==> config.mk <==
export PLATFORM = sky130hd
export DESIGN_NAME = pipe_sel_bus
export DESIGN_NICKNAME = d
export VERILOG_FILES = /design/src/rtl/psb_pkg.sv /design/src/rtl/psb_arb.sv /design/src/rtl/psb_sel.sv /design/src/rtl/pipe_sel_bus.sv
export SDC_FILE = /design/constraint.sdc
export NUM_CORES = 1
export LEC_CHECK = 0
export BUFFER_PORTS_ARGS = -buffer_cell sky130_fd_sc_hd__buf_2
export CORE_MARGIN = 1
export CORE_UTILIZATION = 45
export CTS_BUF_LIST = sky130_fd_sc_hd__clkbuf_2
export CTS_CLUSTER_DIAMETER = 40
export CTS_CLUSTER_SIZE = 16
export DETAILED_ROUTE_END_ITERATION = 7
export HOLD_SLACK_MARGIN = 0.1
export PLACE_DENSITY = 0.7
export REMOVE_ABC_BUFFERS = 1
export SLEW_MARGIN = 25
export SYNTH_ARGS = -nofsm -noshare
export SYNTH_HDL_FRONTEND = slang
export SYNTH_HIERARCHICAL = 1
export SYNTH_SLANG_ARGS = --single-unit
==> constraint.sdc <==
create_clock -name clk -period 13.7 [get_ports clk]
set_input_delay 1.37 -clock clk [delete_from_list [all_inputs] [get_ports clk]]
set_output_delay 1.37 -clock clk [all_outputs]
set_load 0.03 [all_outputs]
==> src/rtl/psb_pkg.sv <==
package psb_pkg;
  localparam int PSB_MASTERS = 6;
  localparam int PSB_COLS    = 4;
  localparam int PSB_AW      = 8;
  localparam int PSB_DW      = 16;
endpackage

==> src/rtl/psb_arb.sv <==
module psb_arb #(
  parameter int N  = 6,
  parameter int IW = (N > 1) ? $clog2(N) : 1
) (
  input  logic          clk,
  input  logic          rst,
  input  logic [N-1:0]  req,
  input  logic          hold,
  output logic [N-1:0]  gnt,
  output logic [IW-1:0] gnt_idx
);
  logic [IW-1:0] last;

  always_comb begin
    int idx;
    logic found;
    gnt     = '0;
    gnt_idx = '0;
    found   = 1'b0;
    for (int k = 1; k <= N; k++) begin
      idx = (int'(last) + k) % N;
      if (!found && !hold && req[idx]) begin
        gnt[idx] = 1'b1;
        gnt_idx  = IW'(idx);
        found    = 1'b1;
      end
    end
  end

  always_ff @(posedge clk) begin
    if (rst)       last <= IW'(N - 1);
    else if (|gnt) last <= gnt_idx;
  end
endmodule

==> src/rtl/psb_sel.sv <==
module psb_sel #(
  parameter int AW = 8,
  parameter int DW = 16
) (
  input  logic          clk,
  input  logic          rst,
  input  logic          ld,
  input  logic [AW-1:0] lo_in,
  input  logic [AW-1:0] hi_in,
  input  logic [AW-1:0] addr,
  output logic          hit,
  input  logic          en,
  input  logic [DW-1:0] rd_in,
  output logic [DW-1:0] rd_out
);
  logic [AW-1:0] lo, hi;

  always_ff @(posedge clk) begin
    if (rst) begin
      lo <= '1;
      hi <= '0;
    end else if (ld) begin
      lo <= lo_in;
      hi <= hi_in;
    end
  end

  assign hit    = (addr >= lo) && (addr <= hi);
  assign rd_out = rd_in & {DW{en}};
endmodule

==> src/rtl/pipe_sel_bus.sv <==
module pipe_sel_bus
  import psb_pkg::*;
#(
  parameter int NM = PSB_MASTERS,
  parameter int NC = PSB_COLS,
  parameter int AW = PSB_AW,
  parameter int DW = PSB_DW,
  localparam int MW = (NM > 1) ? $clog2(NM) : 1,
  localparam int CW = (NC > 1) ? $clog2(NC) : 1
) (
  input  logic             clk,
  input  logic             rst,
  input  logic [NM-1:0]    req,
  input  logic [NM-1:0]    m_we,
  input  logic [NM*AW-1:0] m_addr,
  input  logic [NM*DW-1:0] m_wdata,
  output logic [NM-1:0]    gnt,
  input  logic             cfg_we,
  input  logic [CW-1:0]    cfg_col,
  input  logic [AW-1:0]    cfg_lo,
  input  logic [AW-1:0]    cfg_hi,
  output logic [NC-1:0]    col_en,
  output logic             col_we,
  output logic [AW-1:0]    col_addr,
  output logic [DW-1:0]    col_wdata,
  input  logic [NC*DW-1:0] col_rdata,
  input  logic [NC-1:0]    col_wait,
  output logic             rd_valid,
  output logic [MW-1:0]    rd_mst,
  output logic [DW-1:0]    rd_data
);
  // stage 1: launched transaction
  logic          s1_v, s1_we;
  logic [MW-1:0] s1_mst;
  logic [AW-1:0] s1_addr;
  logic [DW-1:0] s1_wd;
  // stage 2: decoded transaction at the columns
  logic          s2_v, s2_we, s2_first;
  logic [MW-1:0] s2_mst;
  logic [AW-1:0] s2_addr;
  logic [DW-1:0] s2_wd;
  logic [NC-1:0] s2_sel;

  logic          stall;
  logic [MW-1:0] g_idx;
  logic          g_we;
  logic [AW-1:0] g_addr;
  logic [DW-1:0] g_wd;
  logic [NC-1:0] hit, pick;
  logic [DW-1:0] rd_part [NC];
  logic [DW-1:0] rd_or;

  assign stall = s2_v & (((|s2_sel) & s2_first) | (|col_wait));

  psb_arb #(.N(NM), .IW(MW)) u_arb (
    .clk(clk), .rst(rst), .req(req), .hold(stall), .gnt(gnt), .gnt_idx(g_idx)
  );

  always_comb begin
    g_we   = 1'b0;
    g_addr = '0;
    g_wd   = '0;
    for (int m = 0; m < NM; m++) begin
      if (gnt[m]) begin
        g_we   = m_we[m];
        g_addr = m_addr[m*AW +: AW];
        g_wd   = m_wdata[m*DW +: DW];
      end
    end
  end

  for (genvar c = 0; c < NC; c++) begin : g_col
    psb_sel #(.AW(AW), .DW(DW)) u_sel (
      .clk(clk), .rst(rst),
      .ld(cfg_we && (cfg_col == CW'(c))),
      .lo_in(cfg_lo), .hi_in(cfg_hi),
      .addr(s1_addr), .hit(hit[c]),
      .en(s2_sel[c]),
      .rd_in(col_rdata[c*DW +: DW]),
      .rd_out(rd_part[c])
    );
  end

  // lowest-index hit wins
  always_comb begin
    logic taken;
    pick  = '0;
    taken = 1'b0;
    for (int c = 0; c < NC; c++) begin
      if (hit[c] && !taken) begin
        pick[c] = 1'b1;
        taken   = 1'b1;
      end
    end
  end

  always_comb begin
    rd_or = '0;
    for (int c = 0; c < NC; c++) rd_or = rd_or | rd_part[c];
  end

  always_ff @(posedge clk) begin
    if (rst) begin
      s1_v <= 1'b0; s1_we <= 1'b0; s1_mst <= '0; s1_addr <= '0; s1_wd <= '0;
      s2_v <= 1'b0; s2_we <= 1'b0; s2_mst <= '0; s2_addr <= '0; s2_wd <= '0;
      s2_sel <= '0; s2_first <= 1'b0;
      rd_valid <= 1'b0; rd_mst <= '0; rd_data <= '0;
    end else if (!stall) begin
      s1_v     <= |gnt;
      s1_we    <= g_we;
      s1_mst   <= g_idx;
      s1_addr  <= g_addr;
      s1_wd    <= g_wd;
      s2_v     <= s1_v;
      s2_we    <= s1_we;
      s2_mst   <= s1_mst;
      s2_addr  <= s1_addr;
      s2_wd    <= s1_wd;
      s2_sel   <= s1_v ? pick : '0;
      s2_first <= 1'b1;
      rd_valid <= s2_v & ~s2_we;
      rd_mst   <= s2_mst;
      rd_data  <= rd_or;
    end else begin
      s2_first <= 1'b0;
      rd_valid <= 1'b0;
    end
  end

  assign col_en    = s2_sel & {NC{s2_v}};
  assign col_we    = s2_we;
  assign col_addr  = s2_addr;
  assign col_wdata = s2_wd;
endmodule

==> report_table.html, run 1 <==
<table>
<tr><th>Metric</th><th>Value</th></tr>
<tr><th colspan="2">Status</th></tr>
<tr><td>Outcome</td><td>finished clean</td></tr>
<tr><th colspan="2">Synth</th></tr>
<tr><td>Post-synth ARST share</td><td>0%</td></tr>
<tr><td>Ys Warns</td><td>6</td></tr>
<tr><td>Most used flip-flop cell after synthesis</td><td>sky130_fd_sc_hd__dfxtp_1</td></tr>
<tr><td>Flop and latch count out of synthesis</td><td>150</td></tr>
<tr><td>Yosys top cell area share</td><td>28.8%</td></tr>
<tr><td>Most repeated cell in the gate-level netlist after synthesis</td><td>sky130_fd_sc_hd__nand2_1</td></tr>
<tr><td>Biggest area contributors in the synthesized netlist</td><td>sky130_fd_sc_hd__dfxtp_1, sky130_fd_sc_hd__ha_1, sky130_fd_sc_hd__nand2_1, sky130_fd_sc_hd__a21oi_1, sky130_fd_sc_hd__mux2i_1</td></tr>
<tr><td>Cell taking the most area after synthesis</td><td>sky130_fd_sc_hd__dfxtp_1</td></tr>
<tr><td>Synthesized area per cell</td><td>8.17 µm²</td></tr>
<tr><td>Most used standard cells in the synthesized netlist</td><td>sky130_fd_sc_hd__nand2_1, sky130_fd_sc_hd__dfxtp_1, sky130_fd_sc_hd__nor2_1, sky130_fd_sc_hd__a21oi_1, sky130_fd_sc_hd__inv_1</td></tr>
<tr><td>Netlist cell types</td><td>81</td></tr>
<tr><td>Cells after synthesis</td><td>1275</td></tr>
<tr><td>Number of synthesized flops with an enable pin</td><td>0</td></tr>
<tr><td>Share of the yosys chip area belonging to registers</td><td>28.8%</td></tr>
<tr><td>Post-synthesis instance area</td><td>10400 µm²</td></tr>
<tr><th colspan="2">Timing</th></tr>
<tr><td>Number of endpoints failing setup at the final stage</td><td>0</td></tr>
<tr><td>Worst Setup Slack, final</td><td>6.54 ns</td></tr>
<tr><td>Max Clock Skew</td><td>0.0317 ns</td></tr>
<tr><td>Final Hold Vio Count</td><td>0</td></tr>
<tr><td>Achievable Freq</td><td>140 MHz</td></tr>
<tr><td>Slew @ Worst Pin</td><td>0.967 ns</td></tr>
<tr><td>Summed negative setup slack over all endpoints</td><td>0 ns</td></tr>
<tr><td>Final Critical Period</td><td>7.16 ns</td></tr>
<tr><td>Unrepaired setup endpoints after global routing</td><td>no</td></tr>
<tr><td>Final period util</td><td>52.2%</td></tr>
<tr><td>Final Max Tran Viols</td><td>0</td></tr>
<tr><td>Relative max-transition margin</td><td>34.6%</td></tr>
<tr><th colspan="2">GRT</th></tr>
<tr><td>Pin count of the biggest net entering global routing</td><td>74</td></tr>
<tr><td>Overall track demand over capacity in global routing</td><td>26.8%</td></tr>
<tr><td>Global-route wire length before repair</td><td>50900 µm</td></tr>
<tr><td>Remaining global-route overflow</td><td>0</td></tr>
<tr><td>Vias in the first global route</td><td>9882</td></tr>
<tr><td>Number of antenna violations at the first check in global routing</td><td>4</td></tr>
<tr><th colspan="2">Setup path</th></tr>
<tr><td>Data arrival time of the critical path</td><td>5.79 ns</td></tr>
<tr><td>Cell breakdown of the critical path</td><td>buf_4, inv_1, ha_1, ha_1, o21ba_2, or2_2, a311oi_2, nor4b_1, nand4_1, o32ai_1, a21oi_1, mux2i_2, buf_4, buf_2</td></tr>
<tr><td>Cell with the largest stage delay on the worst path</td><td>sky130_fd_sc_hd__nor4b_1</td></tr>
<tr><td>Critical path capture point type</td><td>primary output</td></tr>
<tr><td>Maximum fanout along the worst path</td><td>30</td></tr>
<tr><td>Kind of critical path</td><td>flip-flop to primary output</td></tr>
<tr><td>Number of buffers and inverters on the critical path</td><td>4</td></tr>
<tr><td>Worst Path Required</td><td>12.33 ns</td></tr>
<tr><td>Kind of cell adding the most delay to the critical path</td><td>simple AND/OR/NAND/NOR gates</td></tr>
<tr><td>Peak per-stage delay on the critical path</td><td>0.88 ns</td></tr>
<tr><td>Element type at the critical path start</td><td>flip-flop</td></tr>
<tr><th colspan="2">CTS</th></tr>
<tr><td>PostCTS Resize Cnt</td><td>0</td></tr>
<tr><td>CTS tree</td><td>done</td></tr>
<tr><td>Number of buffers added to fix hold violations after cts</td><td>0</td></tr>
<tr><td>Clock sink count</td><td>150</td></tr>
<tr><td>Number of clock buffers inserted by TritonCTS</td><td>17</td></tr>
<tr><td>Buffers inserted during post-CTS setup optimization</td><td>0</td></tr>
<tr><td>H-tree depth</td><td>4</td></tr>
<tr><td>Clock transition at the registers of the reported paths</td><td>0.20 ns</td></tr>
<tr><td>Clk Latency, worst-skew pair</td><td>0.72 ns</td></tr>
<tr><td>Max Root-Sink Buffers</td><td>2</td></tr>
<tr><td>Root Buffer</td><td>sky130_fd_sc_hd__clkbuf_2</td></tr>
<tr><th colspan="2">Placement</th></tr>
<tr><td>GP Congestion</td><td>0.899</td></tr>
<tr><td>Half-perimeter wire length after placement</td><td>24200 µm</td></tr>
<tr><td>Count of buffers inserted at the top-level ports</td><td>299</td></tr>
<tr><td>Worst setup timing slack at the placement stage</td><td>7.42 ns</td></tr>
<tr><td>Post-DP Area</td><td>11900 µm²</td></tr>
<tr><th colspan="2">Power</th></tr>
<tr><td>Total power density per cell area</td><td>201 nW/µm²</td></tr>
<tr><td>Static Leakage</td><td>5.45 nW</td></tr>
<tr><td>Max rail drop VDD</td><td>0.238 mV</td></tr>
<tr><th colspan="2">Detailed routing</th></tr>
<tr><td>Detailed Route Iter0 Violations</td><td>761</td></tr>
<tr><td>Final antenna-violating net count</td><td>0</td></tr>
<tr><td>Final WL</td><td>32600 µm</td></tr>
<tr><td>Total via count after detailed routing</td><td>10400</td></tr>
<tr><td>DRC viols</td><td>0</td></tr>
<tr><td>Drt wl/cell</td><td>18.0 µm</td></tr>
<tr><td>Number of iterations in the first detailed-routing pass</td><td>5</td></tr>
<tr><td>DR vias/cell</td><td>5.73</td></tr>
<tr><th colspan="2">Floorplanning</th></tr>
<tr><td>I/O pins</td><td>300</td></tr>
<tr><td>Starting density of the core</td><td>46.0%</td></tr>
<tr><td>Die area</td><td>23800 µm²</td></tr>
<tr><td>Height of the chip</td><td>154 µm</td></tr>
<tr><td>Floorplan core area</td><td>22600 µm²</td></tr>
<tr><td>Num rows</td><td>55</td></tr>
<tr><td>Overall die width</td><td>154 µm</td></tr>
<tr><th colspan="2">Flow run</th></tr>
<tr><td>Max capacitance violation total</td><td>0</td></tr>
<tr><th colspan="2">Final layout</th></tr>
<tr><td>Area added between synthesis and finish</td><td>17.1%</td></tr>
<tr><td>Fraction of layout instances using a drive strength above 1</td><td>28.3%</td></tr>
<tr><td>Nets</td><td>1845</td></tr>
<tr><td>Cell area after layout</td><td>12200 µm²</td></tr>
<tr><th colspan="2">Hold path</th></tr>
<tr><td>Worst min path class</td><td>flip-flop to flip-flop</td></tr>
</table>
[per-stage QoR]
| stage | total power (W) | hold slack (ns) | instances | util (%) |
|---|---|---|---|---|
| after floorplan | 0.00175 | 0.426 | 1187 | - |
| after global placement | 0.00213 | 0.436 | 1781 | 52.6 |
| after detailed placement | 0.00216 | 0.440 | 1781 | 52.6 |
| after CTS | 0.00245 | 0.463 | 1813 | 53.9 |
| after global routing | 0.00263 | 0.482 | 1816 | 53.9 |
| final | 0.00245 | 0.462 | 1816 | 53.9 |
[layout by cell type, fill, tap and decap left out, types with 5 or more instances in the layout]
master and count:
sky130_fd_sc_hd__a211oi_1 5, sky130_fd_sc_hd__a211oi_2 6, sky130_fd_sc_hd__a21o_1 7, sky130_fd_sc_hd__a21oi_1 95, sky130_fd_sc_hd__a221oi_1 49, sky130_fd_sc_hd__and2_1 72
sky130_fd_sc_hd__buf_2 298, sky130_fd_sc_hd__buf_4 11, sky130_fd_sc_hd__clkbuf_2 20, sky130_fd_sc_hd__dfxtp_1 150, sky130_fd_sc_hd__ha_1 85, sky130_fd_sc_hd__inv_1 91
sky130_fd_sc_hd__mux2i_1 45, sky130_fd_sc_hd__nand2_1 163, sky130_fd_sc_hd__nand2b_1 5, sky130_fd_sc_hd__nand3_1 11, sky130_fd_sc_hd__nand4_2 5, sky130_fd_sc_hd__nor2_1 113
sky130_fd_sc_hd__nor3_1 22, sky130_fd_sc_hd__nor3_2 22, sky130_fd_sc_hd__nor3b_1 6, sky130_fd_sc_hd__nor4_1 5, sky130_fd_sc_hd__o211ai_1 30, sky130_fd_sc_hd__o21a_1 6
sky130_fd_sc_hd__o21ai_0 29, sky130_fd_sc_hd__o221a_1 8, sky130_fd_sc_hd__o221a_2 16, sky130_fd_sc_hd__o221ai_1 25, sky130_fd_sc_hd__o41ai_1 17
[final timing paths]
path                                                 start                  endpoint  slack, ns  cells past startpoint
worst max-delay path            u_arb/last[0]$_SDFFE_PP1P_                    gnt[4]       6.54                     14
worst min-delay path              rd_data[12]$_SDFFE_PP0N_  rd_data[12]$_SDFFE_PP0N_       0.46                      2
worst max register to register  u_arb/last[0]$_SDFFE_PP1P_     s1_wd[9]$_SDFFE_PP0N_       7.47                     20
worst min register to register    rd_data[12]$_SDFFE_PP0N_  rd_data[12]$_SDFFE_PP0N_       0.46                      2
[flip-flops by register name, summed over array words and instances, names as in the netlist, 3 cells and up]
name            count
g_col.u_sel/hi     32
g_col.u_sel/lo     32
col_wdata          16
rd_data            16
s1_wd              16
col_addr            8
s1_addr             8
s2_sel              4
rd_mst              3
s1_mst              3
s2_mst              3
u_arb/last          3
[logic make-up (layout without fill, tap and decap cells)]
group,Yosys count,count (layout),synth area share [%]
AND/OR/NAND/NOR,463,463,22.6
adder cells (fa/ha/maj),85,85,10.2
other,0,3,0
buffers and inverters,181,434,8.01
XOR/XNOR,3,3,0.324
AO/OA/AOI/OAI,340,340,24.8
flip-flops,150,150,28.8
multiplexers,53,53,5.26
[layout make-up]
type | count | area, µm²
diodes | 3 | 7.51
clock buffers | 20 | 100
clock inverters | 12 | 178
fillers | 2128 | 10400
inverters | 93 | 349
multi-input cells | 944 | 6640
flip-flops and latches | 150 | 3000
well taps | 285 | 357
repair buffers | 309 | 1570
[where the power goes]
group | switching, W | internal [W] | total (W)
registers | 0.0000606 | 0.000495 | 0.000555
clock network | 0.000163 | 0.000123 | 0.000286
logic | 0.000938 | 0.000673 | 0.00161
total | 0.00116 | 0.00129 | 0.00245
[tightest hold or removal path, cell delays in order, from the launching register on]
cell                      delay (ns)
sky130_fd_sc_hd__dfxtp_1        0.35
sky130_fd_sc_hd__nand2_1        0.05
sky130_fd_sc_hd__a21oi_1        0.05
[per-layer routing]
layer	routed length, µm	global-route usage [%]
met1	14100	33.9
met2	16100	46.5
met3	1780	4.23
met4	671	8.24
met5	13	0
Power figures use the tool's default switching activity.
==> run 2, diff against run 1 <==
Settings changed: PLACE_DENSITY 0.7 to 0.73.
Clock period 13.7 ns to 6 ns, I/O delays scaled along.
==> run 2 against run 1 <==
Wire length grew 0.94%. Critical path type unchanged. Power is 140% higher. Die area stayed put. Combinational power grew 140%. Sequential power increased by 130%. Critical endpoint unchanged. Global-route usage rose by 0.31 points. Highest routed layer is now met4. Critical path depth grew 1. Flip-flop and latch count is the same. Worst setup slack worse by 6.1 ns. Sequential share of layout area fell by 0.50 points. First-iteration DRC count down 3.0%.
==> report_table.html, run 2 (same netlist as run 1, synthesis figures left out) <==
<table>
<tr><th>Metric</th><th>Value</th></tr>
<tr><th colspan="2">Status</th></tr>
<tr><td>Outcome</td><td>finished clean (unchanged)</td></tr>
<tr><th colspan="2">CTS</th></tr>
<tr><td>CTS tree</td><td>done (unchanged)</td></tr>
<tr><td>Clock transition at the registers of the reported paths</td><td>0.23 ns (was 0.20 ns)</td></tr>
<tr><td>H-tree depth</td><td>4 (unchanged)</td></tr>
<tr><td>Buffers inserted during post-CTS setup optimization</td><td>0 (unchanged)</td></tr>
<tr><td>Max Root-Sink Buffers</td><td>2 (unchanged)</td></tr>
<tr><td>Clk Latency, worst-skew pair</td><td>0.72 ns (about the same)</td></tr>
<tr><td>Number of clock buffers inserted by TritonCTS</td><td>17 (unchanged)</td></tr>
<tr><td>Clock sink count</td><td>150 (unchanged)</td></tr>
<tr><td>Root Buffer</td><td>sky130_fd_sc_hd__clkbuf_2 (unchanged)</td></tr>
<tr><th colspan="2">Final layout</th></tr>
<tr><td>Area added between synthesis and finish</td><td>19.6% (was 17.1%)</td></tr>
<tr><td>Top Registers</td><td>g_col.u_sel/hi: 32 flops, g_col.u_sel/lo: 32 flops (unchanged)</td></tr>
<tr><td>Most frequent cells in the layout</td><td>sky130_fd_sc_hd__buf_2, sky130_fd_sc_hd__nand2_1, sky130_fd_sc_hd__dfxtp_1 (unchanged)</td></tr>
<tr><td>Fraction of layout instances using a drive strength above 1</td><td>29.0% (was 28.3%)</td></tr>
<tr><td>Cell area after layout</td><td>12500 µm² (was 12200 µm²)</td></tr>
<tr><td>Filler cell count</td><td>2160 (was 2128)</td></tr>
<tr><td>Nets</td><td>1864 (was 1845)</td></tr>
<tr><td>Post-route insts no fill</td><td>1834 (was 1816)</td></tr>
<tr><td>Most common cell after layout, fill and taps aside</td><td>sky130_fd_sc_hd__buf_2 (unchanged)</td></tr>
<tr><th colspan="2">Power</th></tr>
<tr><td>Total power density per cell area</td><td>463 nW/µm² (was 201 nW/µm²)</td></tr>
<tr><td>Static Leakage</td><td>5.55 nW (was 5.45 nW)</td></tr>
<tr><td>Max rail drop VDD</td><td>0.329 mV (was 0.238 mV)</td></tr>
<tr><th colspan="2">Setup path</th></tr>
<tr><td>Kind of critical path</td><td>flip-flop to primary output (unchanged)</td></tr>
<tr><td>Data arrival time of the critical path</td><td>4.99 ns (was 5.79 ns)</td></tr>
<tr><td>Maximum fanout along the worst path</td><td>26 (was 30)</td></tr>
<tr><td>Cell with the largest stage delay on the worst path</td><td>sky130_fd_sc_hd__or3b_2 (was sky130_fd_sc_hd__nor4b_1)</td></tr>
<tr><td>Worst Path Required</td><td>5.40 ns (was 12.33 ns)</td></tr>
<tr><td>Critical path capture point type</td><td>primary output (unchanged)</td></tr>
<tr><td>Peak per-stage delay on the critical path</td><td>0.46 ns (was 0.88 ns)</td></tr>
<tr><td>Kind of cell adding the most delay to the critical path</td><td>compound AO/OA/AOI/OAI gates (was simple AND/OR/NAND/NOR gates)</td></tr>
<tr><td>Element type at the critical path start</td><td>flip-flop (unchanged)</td></tr>
<tr><td>Cell breakdown of the critical path</td><td>buf_4, ha_2, a21oi_2, inv_1, ha_1, or3b_2, mux2_2, o221ai_1, o311ai_2, nand4_1, o32ai_1, a21oi_1, mux2i_4, buf_8, buf_2 (was buf_4, inv_1, ha_1, ha_1, o21ba_2, or2_2, a311oi_2, nor4b_1, nand4_1, o32ai_1, a21oi_1, mux2i_2, buf_4, buf_2)</td></tr>
<tr><td>Number of buffers and inverters on the critical path</td><td>4 (unchanged)</td></tr>
<tr><th colspan="2">Floorplanning</th></tr>
<tr><td>Overall die width</td><td>154 µm (unchanged)</td></tr>
<tr><td>I/O pins</td><td>300 (unchanged)</td></tr>
<tr><td>Starting density of the core</td><td>46.0% (unchanged)</td></tr>
<tr><td>Num rows</td><td>55 (unchanged)</td></tr>
<tr><td>Floorplan core area</td><td>22600 µm² (unchanged)</td></tr>
<tr><td>Height of the chip</td><td>154 µm (unchanged)</td></tr>
<tr><td>Die area</td><td>23800 µm² (unchanged)</td></tr>
<tr><th colspan="2">GRT</th></tr>
<tr><td>Overall track demand over capacity in global routing</td><td>27.1% (was 26.8%)</td></tr>
<tr><td>Global-route wire length before repair</td><td>51300 µm (was 50900 µm)</td></tr>
<tr><td>Remaining global-route overflow</td><td>0 (unchanged)</td></tr>
<tr><td>Vias in the first global route</td><td>9912 (was 9882)</td></tr>
<tr><td>Pin count of the biggest net entering global routing</td><td>89 (was 74)</td></tr>
<tr><td>Number of antenna violations at the first check in global routing</td><td>2 (was 4)</td></tr>
<tr><th colspan="2">Flow run</th></tr>
<tr><td>Max capacitance violation total</td><td>0 (unchanged)</td></tr>
<tr><th colspan="2">Placement</th></tr>
<tr><td>Cell Count Post-Placement</td><td>1792 (was 1781)</td></tr>
<tr><td>Half-perimeter wire length after placement</td><td>24400 µm (was 24200 µm)</td></tr>
<tr><td>Count of buffers inserted at the top-level ports</td><td>299 (unchanged)</td></tr>
<tr><td>GP Congestion</td><td>0.915 (was 0.899)</td></tr>
<tr><td>Post-DP Area</td><td>12000 µm² (was 11900 µm²)</td></tr>
<tr><th colspan="2">Hold path</th></tr>
<tr><td>Worst min path class</td><td>input pin to flip-flop (was flip-flop to flip-flop)</td></tr>
<tr><th colspan="2">Timing</th></tr>
<tr><td>Relative max-transition margin</td><td>38.2% (was 34.6%)</td></tr>
<tr><td>Final period util</td><td>93.2%</td></tr>
<tr><td>Final Critical Period</td><td>5.59 ns</td></tr>
<tr><td>Number of endpoints failing setup at the final stage</td><td>0 (unchanged)</td></tr>
<tr><td>Worst hold-check slack</td><td>0.194 ns (was 0.462 ns)</td></tr>
<tr><td>Final Hold Vio Count</td><td>0 (unchanged)</td></tr>
<tr><td>Max Clock Skew</td><td>0.0350 ns (was 0.0317 ns)</td></tr>
<tr><td>Final Max Tran Viols</td><td>0 (unchanged)</td></tr>
<tr><td>Slew @ Worst Pin</td><td>0.927 ns (was 0.967 ns)</td></tr>
<tr><td>Achievable Freq</td><td>179 MHz</td></tr>
<tr><td>Unrepaired setup endpoints after global routing</td><td>no (unchanged)</td></tr>
<tr><th colspan="2">Detailed routing</th></tr>
<tr><td>DR vias/cell</td><td>5.77 (was 5.73)</td></tr>
<tr><td>Drt wl/cell</td><td>18.0 µm (about the same)</td></tr>
<tr><td>Detailed Route Iter0 Violations</td><td>738 (was 761)</td></tr>
<tr><td>Final WL</td><td>32900 µm (was 32600 µm)</td></tr>
<tr><td>Total via count after detailed routing</td><td>10600 (was 10400)</td></tr>
<tr><td>Number of iterations in the first detailed-routing pass</td><td>5 (unchanged)</td></tr>
<tr><td>DRC viols</td><td>0 (unchanged)</td></tr>
<tr><td>Final antenna-violating net count</td><td>0 (unchanged)</td></tr>
</table>
==> run 2: final timing paths <==
kind | from | endpoint | slack (ns) | depth (start not counted)
worst min-delay path | cfg_hi[7] | g_col[0].u_sel/hi[7]$_SDFFE_PP0P_ | 0.19 | 3
worst max-delay path | u_arb/last[2]$_SDFFE_PP1P_ | gnt[4] | 0.41 | 15
worst min register to register | rd_data[13]$_SDFFE_PP0N_ | rd_data[13]$_SDFFE_PP0N_ | 0.46 | 2
worst max register to register | u_arb/last[2]$_SDFFE_PP1P_ | s1_addr[3]$_SDFFE_PP0N_ | 0.74 | 17
==> run 2: cell type report <==
type	count	area [µm²]	share of cell area, %
multi-input cells	944	6690	53.7
repair buffers	328	1750	14.0
flip-flops and latches	150	3000	24.1
diodes	2	5.00	0.0402
clock inverters	15	225	1.81
clock buffers	17	85.1	0.683
inverters	93	349	2.80
well taps	285	357	2.86
==> run 2: report_power, final <==
group | leakage (nW) | internal (W) | total [W] | switching [W]
clock network | 0.169 | 0.000318 | 0.000702 | 0.000384
logic | 4.16 | 0.00160 | 0.00380 | 0.00220
registers | 1.23 | 0.00113 | 0.00126 | 0.000134
==> run 2: worst min-delay path: cells and delay by family <==
family | cells | cell delay, ns
multiplexers | 1 | 0.08
AND/OR/NAND/NOR | 1 | 0.08
buffers and inverters | 1 | 0.13
==> run 2: what timing repair did <==
action	CTS	global route
endpoints found under the setup margin	1	6
endpoints found under the hold margin	23	2
pin swaps	0	2
hold buffers	6	2
resized for setup	1	11
==> run 2: routing by layer <==
metal	wire [µm]	vias to the layer above	track usage (%)
met1	14000	4971	34.5
met5	0	-	0
met4	597	0	7.33
li1	-	5124	-
met3	2110	54	4.43
met2	16200	439	47.1
==> run 2: through the flow <==
| step | TNS (ns) | util (%) | setup WS, ns | total power (W) |
|---|---|---|---|---|
| 6_report | 0 | 55.0 | 0.410 | 0.00576 |
| 4_1_cts | 0 | 54.6 | 0.0504 | 0.00571 |
| 3_5_place_dp | 0 | 53.0 | 0.734 | 0.00499 |
| 2_1_floorplan | -72.11 | - | -2.64 | 0.00399 |
| 3_3_place_gp | 0 | 52.9 | 0.562 | 0.00492 |
| 5_1_grt | 0 | 55.0 | 0.0193 | 0.00619 |
==> run 3, diff against run 2 <==
==> constraint.sdc (replaced) <==
create_clock -name clk -period 5 [get_ports clk]
set_input_delay 0.5 -clock clk [delete_from_list [all_inputs] [get_ports clk]]
set_output_delay 0.5 -clock clk [all_outputs]
set_load 0.02 [all_outputs]
==> run 3 against run 2 <==
Critical path type unchanged. Largest cell class unchanged. Sequential share of layout area decreased by 1.6 points. Power increased by 32%. Highest routed layer unchanged. Non-clock buffer count increased by 67. Combinational power increased by 41%. Global-route usage increased by 0.20 points. Design area increased by 7.2%.
==> report_table.html, run 3 (same netlist as run 1, synthesis figures left out) <==
<table>
<tr><th>Metric</th><th>Value</th></tr>
<tr><th colspan="2">Status</th></tr>
<tr><td>Outcome</td><td>finished clean (unchanged)</td></tr>
<tr><th colspan="2">Setup path</th></tr>
<tr><td>Critical path capture point type</td><td>primary output (unchanged)</td></tr>
<tr><td>Element type at the critical path start</td><td>flip-flop (unchanged)</td></tr>
<tr><td>Kind of critical path</td><td>flip-flop to primary output (unchanged)</td></tr>
<tr><td>Data arrival time of the critical path</td><td>4.39 ns (was 4.99 ns)</td></tr>
<tr><td>Number of buffers and inverters on the critical path</td><td>5 (was 4)</td></tr>
<tr><td>Cell breakdown of the critical path</td><td>clkinvlp_4, ha_4, buf_4, mux4_2, a22o_4, or4_4, nor4_4, nand4_1, o41ai_2, a21oi_2, buf_4, mux2i_4, buf_12, buf_6 (was buf_4, ha_2, a21oi_2, inv_1, ha_1, or3b_2, mux2_2, o221ai_1, o311ai_2, nand4_1, o32ai_1, a21oi_1, mux2i_4, buf_8, buf_2)</td></tr>
<tr><td>Peak per-stage delay on the critical path</td><td>0.44 ns (was 0.46 ns)</td></tr>
<tr><td>Most prevalent standard cell on the critical path</td><td>sky130_fd_sc_hd__buf_4</td></tr>
<tr><td>Cell with the largest stage delay on the worst path</td><td>sky130_fd_sc_hd__o41ai_2 (was sky130_fd_sc_hd__or3b_2)</td></tr>
<tr><td>Maximum fanout along the worst path</td><td>8 (was 26)</td></tr>
<tr><td>Worst Path Required</td><td>4.50 ns (was 5.40 ns)</td></tr>
<tr><td>Kind of cell adding the most delay to the critical path</td><td>simple AND/OR/NAND/NOR gates (was compound AO/OA/AOI/OAI gates)</td></tr>
<tr><th colspan="2">Final layout</th></tr>
<tr><td>Fraction of layout instances using a drive strength above 1</td><td>33.6% (was 29.0%)</td></tr>
<tr><td>Area added between synthesis and finish</td><td>28.2% (was 19.6%)</td></tr>
<tr><td>Top Registers</td><td>g_col.u_sel/hi: 32 flops, g_col.u_sel/lo: 32 flops (unchanged)</td></tr>
<tr><td>Cell area after layout</td><td>13400 µm² (was 12500 µm²)</td></tr>
<tr><td>Most common cell after layout, fill and taps aside</td><td>sky130_fd_sc_hd__buf_2 (unchanged)</td></tr>
<tr><td>Most frequent cells in the layout</td><td>sky130_fd_sc_hd__buf_2, sky130_fd_sc_hd__nand2_1, sky130_fd_sc_hd__dfxtp_1 (unchanged)</td></tr>
<tr><td>Nets</td><td>1931 (was 1864)</td></tr>
<tr><th colspan="2">GRT</th></tr>
<tr><td>Overall track demand over capacity in global routing</td><td>27.3% (was 27.1%)</td></tr>
<tr><td>Remaining global-route overflow</td><td>0 (unchanged)</td></tr>
<tr><td>Global-route wire length before repair</td><td>51800 µm (was 51300 µm)</td></tr>
<tr><td>Pin count of the biggest net entering global routing</td><td>93 (was 89)</td></tr>
<tr><td>Vias in the first global route</td><td>10100 (was 9912)</td></tr>
<tr><td>Number of antenna violations at the first check in global routing</td><td>2 (unchanged)</td></tr>
<tr><th colspan="2">Power</th></tr>
<tr><td>Sequential share of power</td><td>20.1% (was 21.9%)</td></tr>
<tr><td>Part of the total power dissipated in the clock network</td><td>9.1% (was 12.2%)</td></tr>
<tr><td>Internal Power</td><td>0.00410 W (was 0.00304 W)</td></tr>
<tr><td>Static Leakage</td><td>5.93 nW (was 5.55 nW)</td></tr>
<tr><td>Switching fraction of total power</td><td>46.0% (was 47.2%)</td></tr>
<tr><td>Max rail drop VDD</td><td>0.458 mV (was 0.329 mV)</td></tr>
<tr><td>Total power density per cell area</td><td>568 nW/µm² (was 463 nW/µm²)</td></tr>
<tr><td>Share of power burned in combinational logic</td><td>70.8% (was 65.9%)</td></tr>
<tr><td>NetSw</td><td>0.00349 W (was 0.00272 W)</td></tr>
<tr><th colspan="2">Timing</th></tr>
<tr><td>Unrepaired setup endpoints after global routing</td><td>yes (was no)</td></tr>
<tr><td>Worst hold-check slack</td><td>0.172 ns (was 0.194 ns)</td></tr>
<tr><td>Final period util</td><td>97.9%</td></tr>
<tr><td>Achievable Freq</td><td>204 MHz</td></tr>
<tr><td>Max Clock Skew</td><td>0.0403 ns (was 0.0350 ns)</td></tr>
<tr><td>Final Hold Vio Count</td><td>0 (unchanged)</td></tr>
<tr><td>Number of endpoints failing setup at the final stage</td><td>0 (unchanged)</td></tr>
<tr><td>Relative max-transition margin</td><td>28.6% (was 38.2%)</td></tr>
<tr><td>Final Max Tran Viols</td><td>0 (unchanged)</td></tr>
<tr><td>Final Critical Period</td><td>4.89 ns</td></tr>
<tr><td>Slew @ Worst Pin</td><td>1.07 ns (was 0.927 ns)</td></tr>
<tr><th colspan="2">CTS</th></tr>
<tr><td>CTS tree</td><td>done (unchanged)</td></tr>
<tr><td>Number of clock buffers inserted by TritonCTS</td><td>17 (unchanged)</td></tr>
<tr><td>Clock sink count</td><td>150 (unchanged)</td></tr>
<tr><td>Root Buffer</td><td>sky130_fd_sc_hd__clkbuf_2 (unchanged)</td></tr>
<tr><td>H-tree depth</td><td>4 (unchanged)</td></tr>
<tr><td>Max Root-Sink Buffers</td><td>2 (unchanged)</td></tr>
<tr><td>Clock transition at the registers of the reported paths</td><td>0.24 ns (was 0.23 ns)</td></tr>
<tr><td>Clk Latency, worst-skew pair</td><td>0.71 ns (was 0.72 ns)</td></tr>
<tr><th colspan="2">Detailed routing</th></tr>
<tr><td>DR vias/cell</td><td>5.72 (was 5.77)</td></tr>
<tr><td>Detailed Route Iter0 Violations</td><td>731 (was 738)</td></tr>
<tr><td>Final WL</td><td>34100 µm (was 32900 µm)</td></tr>
<tr><td>Drt wl/cell</td><td>17.9 µm (was 18.0 µm)</td></tr>
<tr><td>Number of iterations in the first detailed-routing pass</td><td>7 (was 5)</td></tr>
<tr><td>Final antenna-violating net count</td><td>0 (unchanged)</td></tr>
<tr><td>Total via count after detailed routing</td><td>10900 (was 10600)</td></tr>
<tr><td>DRC viols</td><td>0 (unchanged)</td></tr>
<tr><th colspan="2">Placement</th></tr>
<tr><td>Count of buffers inserted at the top-level ports</td><td>299 (unchanged)</td></tr>
<tr><td>Post-DP Area</td><td>12200 µm² (was 12000 µm²)</td></tr>
<tr><td>GP Congestion</td><td>0.944 (was 0.915)</td></tr>
<tr><td>Half-perimeter wire length after placement</td><td>24600 µm (was 24400 µm)</td></tr>
<tr><th colspan="2">Floorplanning</th></tr>
<tr><td>Num rows</td><td>55 (unchanged)</td></tr>
<tr><td>Height of the chip</td><td>154 µm (unchanged)</td></tr>
<tr><td>Die area</td><td>23800 µm² (unchanged)</td></tr>
<tr><td>Overall die width</td><td>154 µm (unchanged)</td></tr>
<tr><td>I/O pins</td><td>300 (unchanged)</td></tr>
<tr><td>Floorplan core area</td><td>22600 µm² (unchanged)</td></tr>
<tr><td>Starting density of the core</td><td>46.0% (unchanged)</td></tr>
<tr><th colspan="2">Hold path</th></tr>
<tr><td>Worst min path class</td><td>input pin to flip-flop (unchanged)</td></tr>
<tr><th colspan="2">Flow run</th></tr>
<tr><td>Max capacitance violation total</td><td>0 (unchanged)</td></tr>
</table>
## run 3: routing by layer
| layer | vias up | wire length, µm | global-route usage [%] |
|---|---|---|---|
| met4 | 0 | 761 | 8.00 |
| met3 | 57 | 2130 | 5.02 |
| met5 | - | 0 | 0 |
| met2 | 415 | 16600 | 46.1 |
| li1 | 5259 | - | - |
| met1 | 5149 | 14600 | 35.3 |
## run 3: path summary, 6_finish.rpt
check	cells past startpoint	slack, ns	to	start
worst max-delay path	14	0.11	gnt[4]	u_arb/last[1]$_SDFFE_PP0P_
worst min-delay path	4	0.17	rd_data[12]$_SDFFE_PP0N_	col_rdata[60]
worst max register to register	18	0.31	s1_wd[10]$_SDFFE_PP0N_	u_arb/last[1]$_SDFFE_PP0P_
worst min register to register	2	0.47	col_wdata[0]$_SDFFE_PP0N_	col_wdata[0]$_SDFFE_PP0N_
## run 3: power by group through the flow
stage | logic [W] | clock network [W] | registers, W
2_1_floorplan | 0.00318 | 0 | 0.00155
3_3_place_gp | 0.00448 | 0 | 0.00153
3_5_place_dp | 0.00455 | 0 | 0.00154
4_1_cts | 0.00477 | 0.000712 | 0.00152
5_1_grt | 0.00581 | 0.000761 | 0.00155
6_report | 0.00537 | 0.000694 | 0.00152
## run 3: cell type report
type	instances	area (µm²)
Clock inverter	15	151
Multi-Input combinational cell	944	6990
Clock buffer	17	85.1
Tap cell	285	357
Antenna cell	2	5.00
Timing Repair Buffer	395	2400
Inverter	93	357
Sequential cell	150	3010
Fill cell	2067	9280
## run 3: timing repair
item / 4_1_cts / 5_1_grt
setup endpoints to repair: 6 / 6
endpoints found under the hold margin: 59 / 1
gates resized for setup: 28 / 60
hold buffers: 16 / 1
buffers inserted: 11 / 30
gates cloned: 0 / 1
pin swaps: 8 / 15
## run 3: worst min-delay path: stages
cell                      delay (ns)
sky130_fd_sc_hd__buf_2          0.07
sky130_fd_sc_hd__and2_1         0.11
sky130_fd_sc_hd__o41ai_1        0.06
sky130_fd_sc_hd__a21oi_1        0.12
## run 3: metrics by stage
stage	TNS (ns)	setup slack (ns)	instances	power (W)	util [%]
after floorplan	-96.92	-3.32	1187	0.00473	-
after global placement	0	0.275	1809	0.00602	53.7
after detailed placement	0	0.209	1809	0.00609	53.7
after CTS	-0.00122	-0.00122	1868	0.00699	56.5
after global routing	-0.325	-0.0853	1901	0.00812	59.0
final	0	0.107	1901	0.00759	59.0
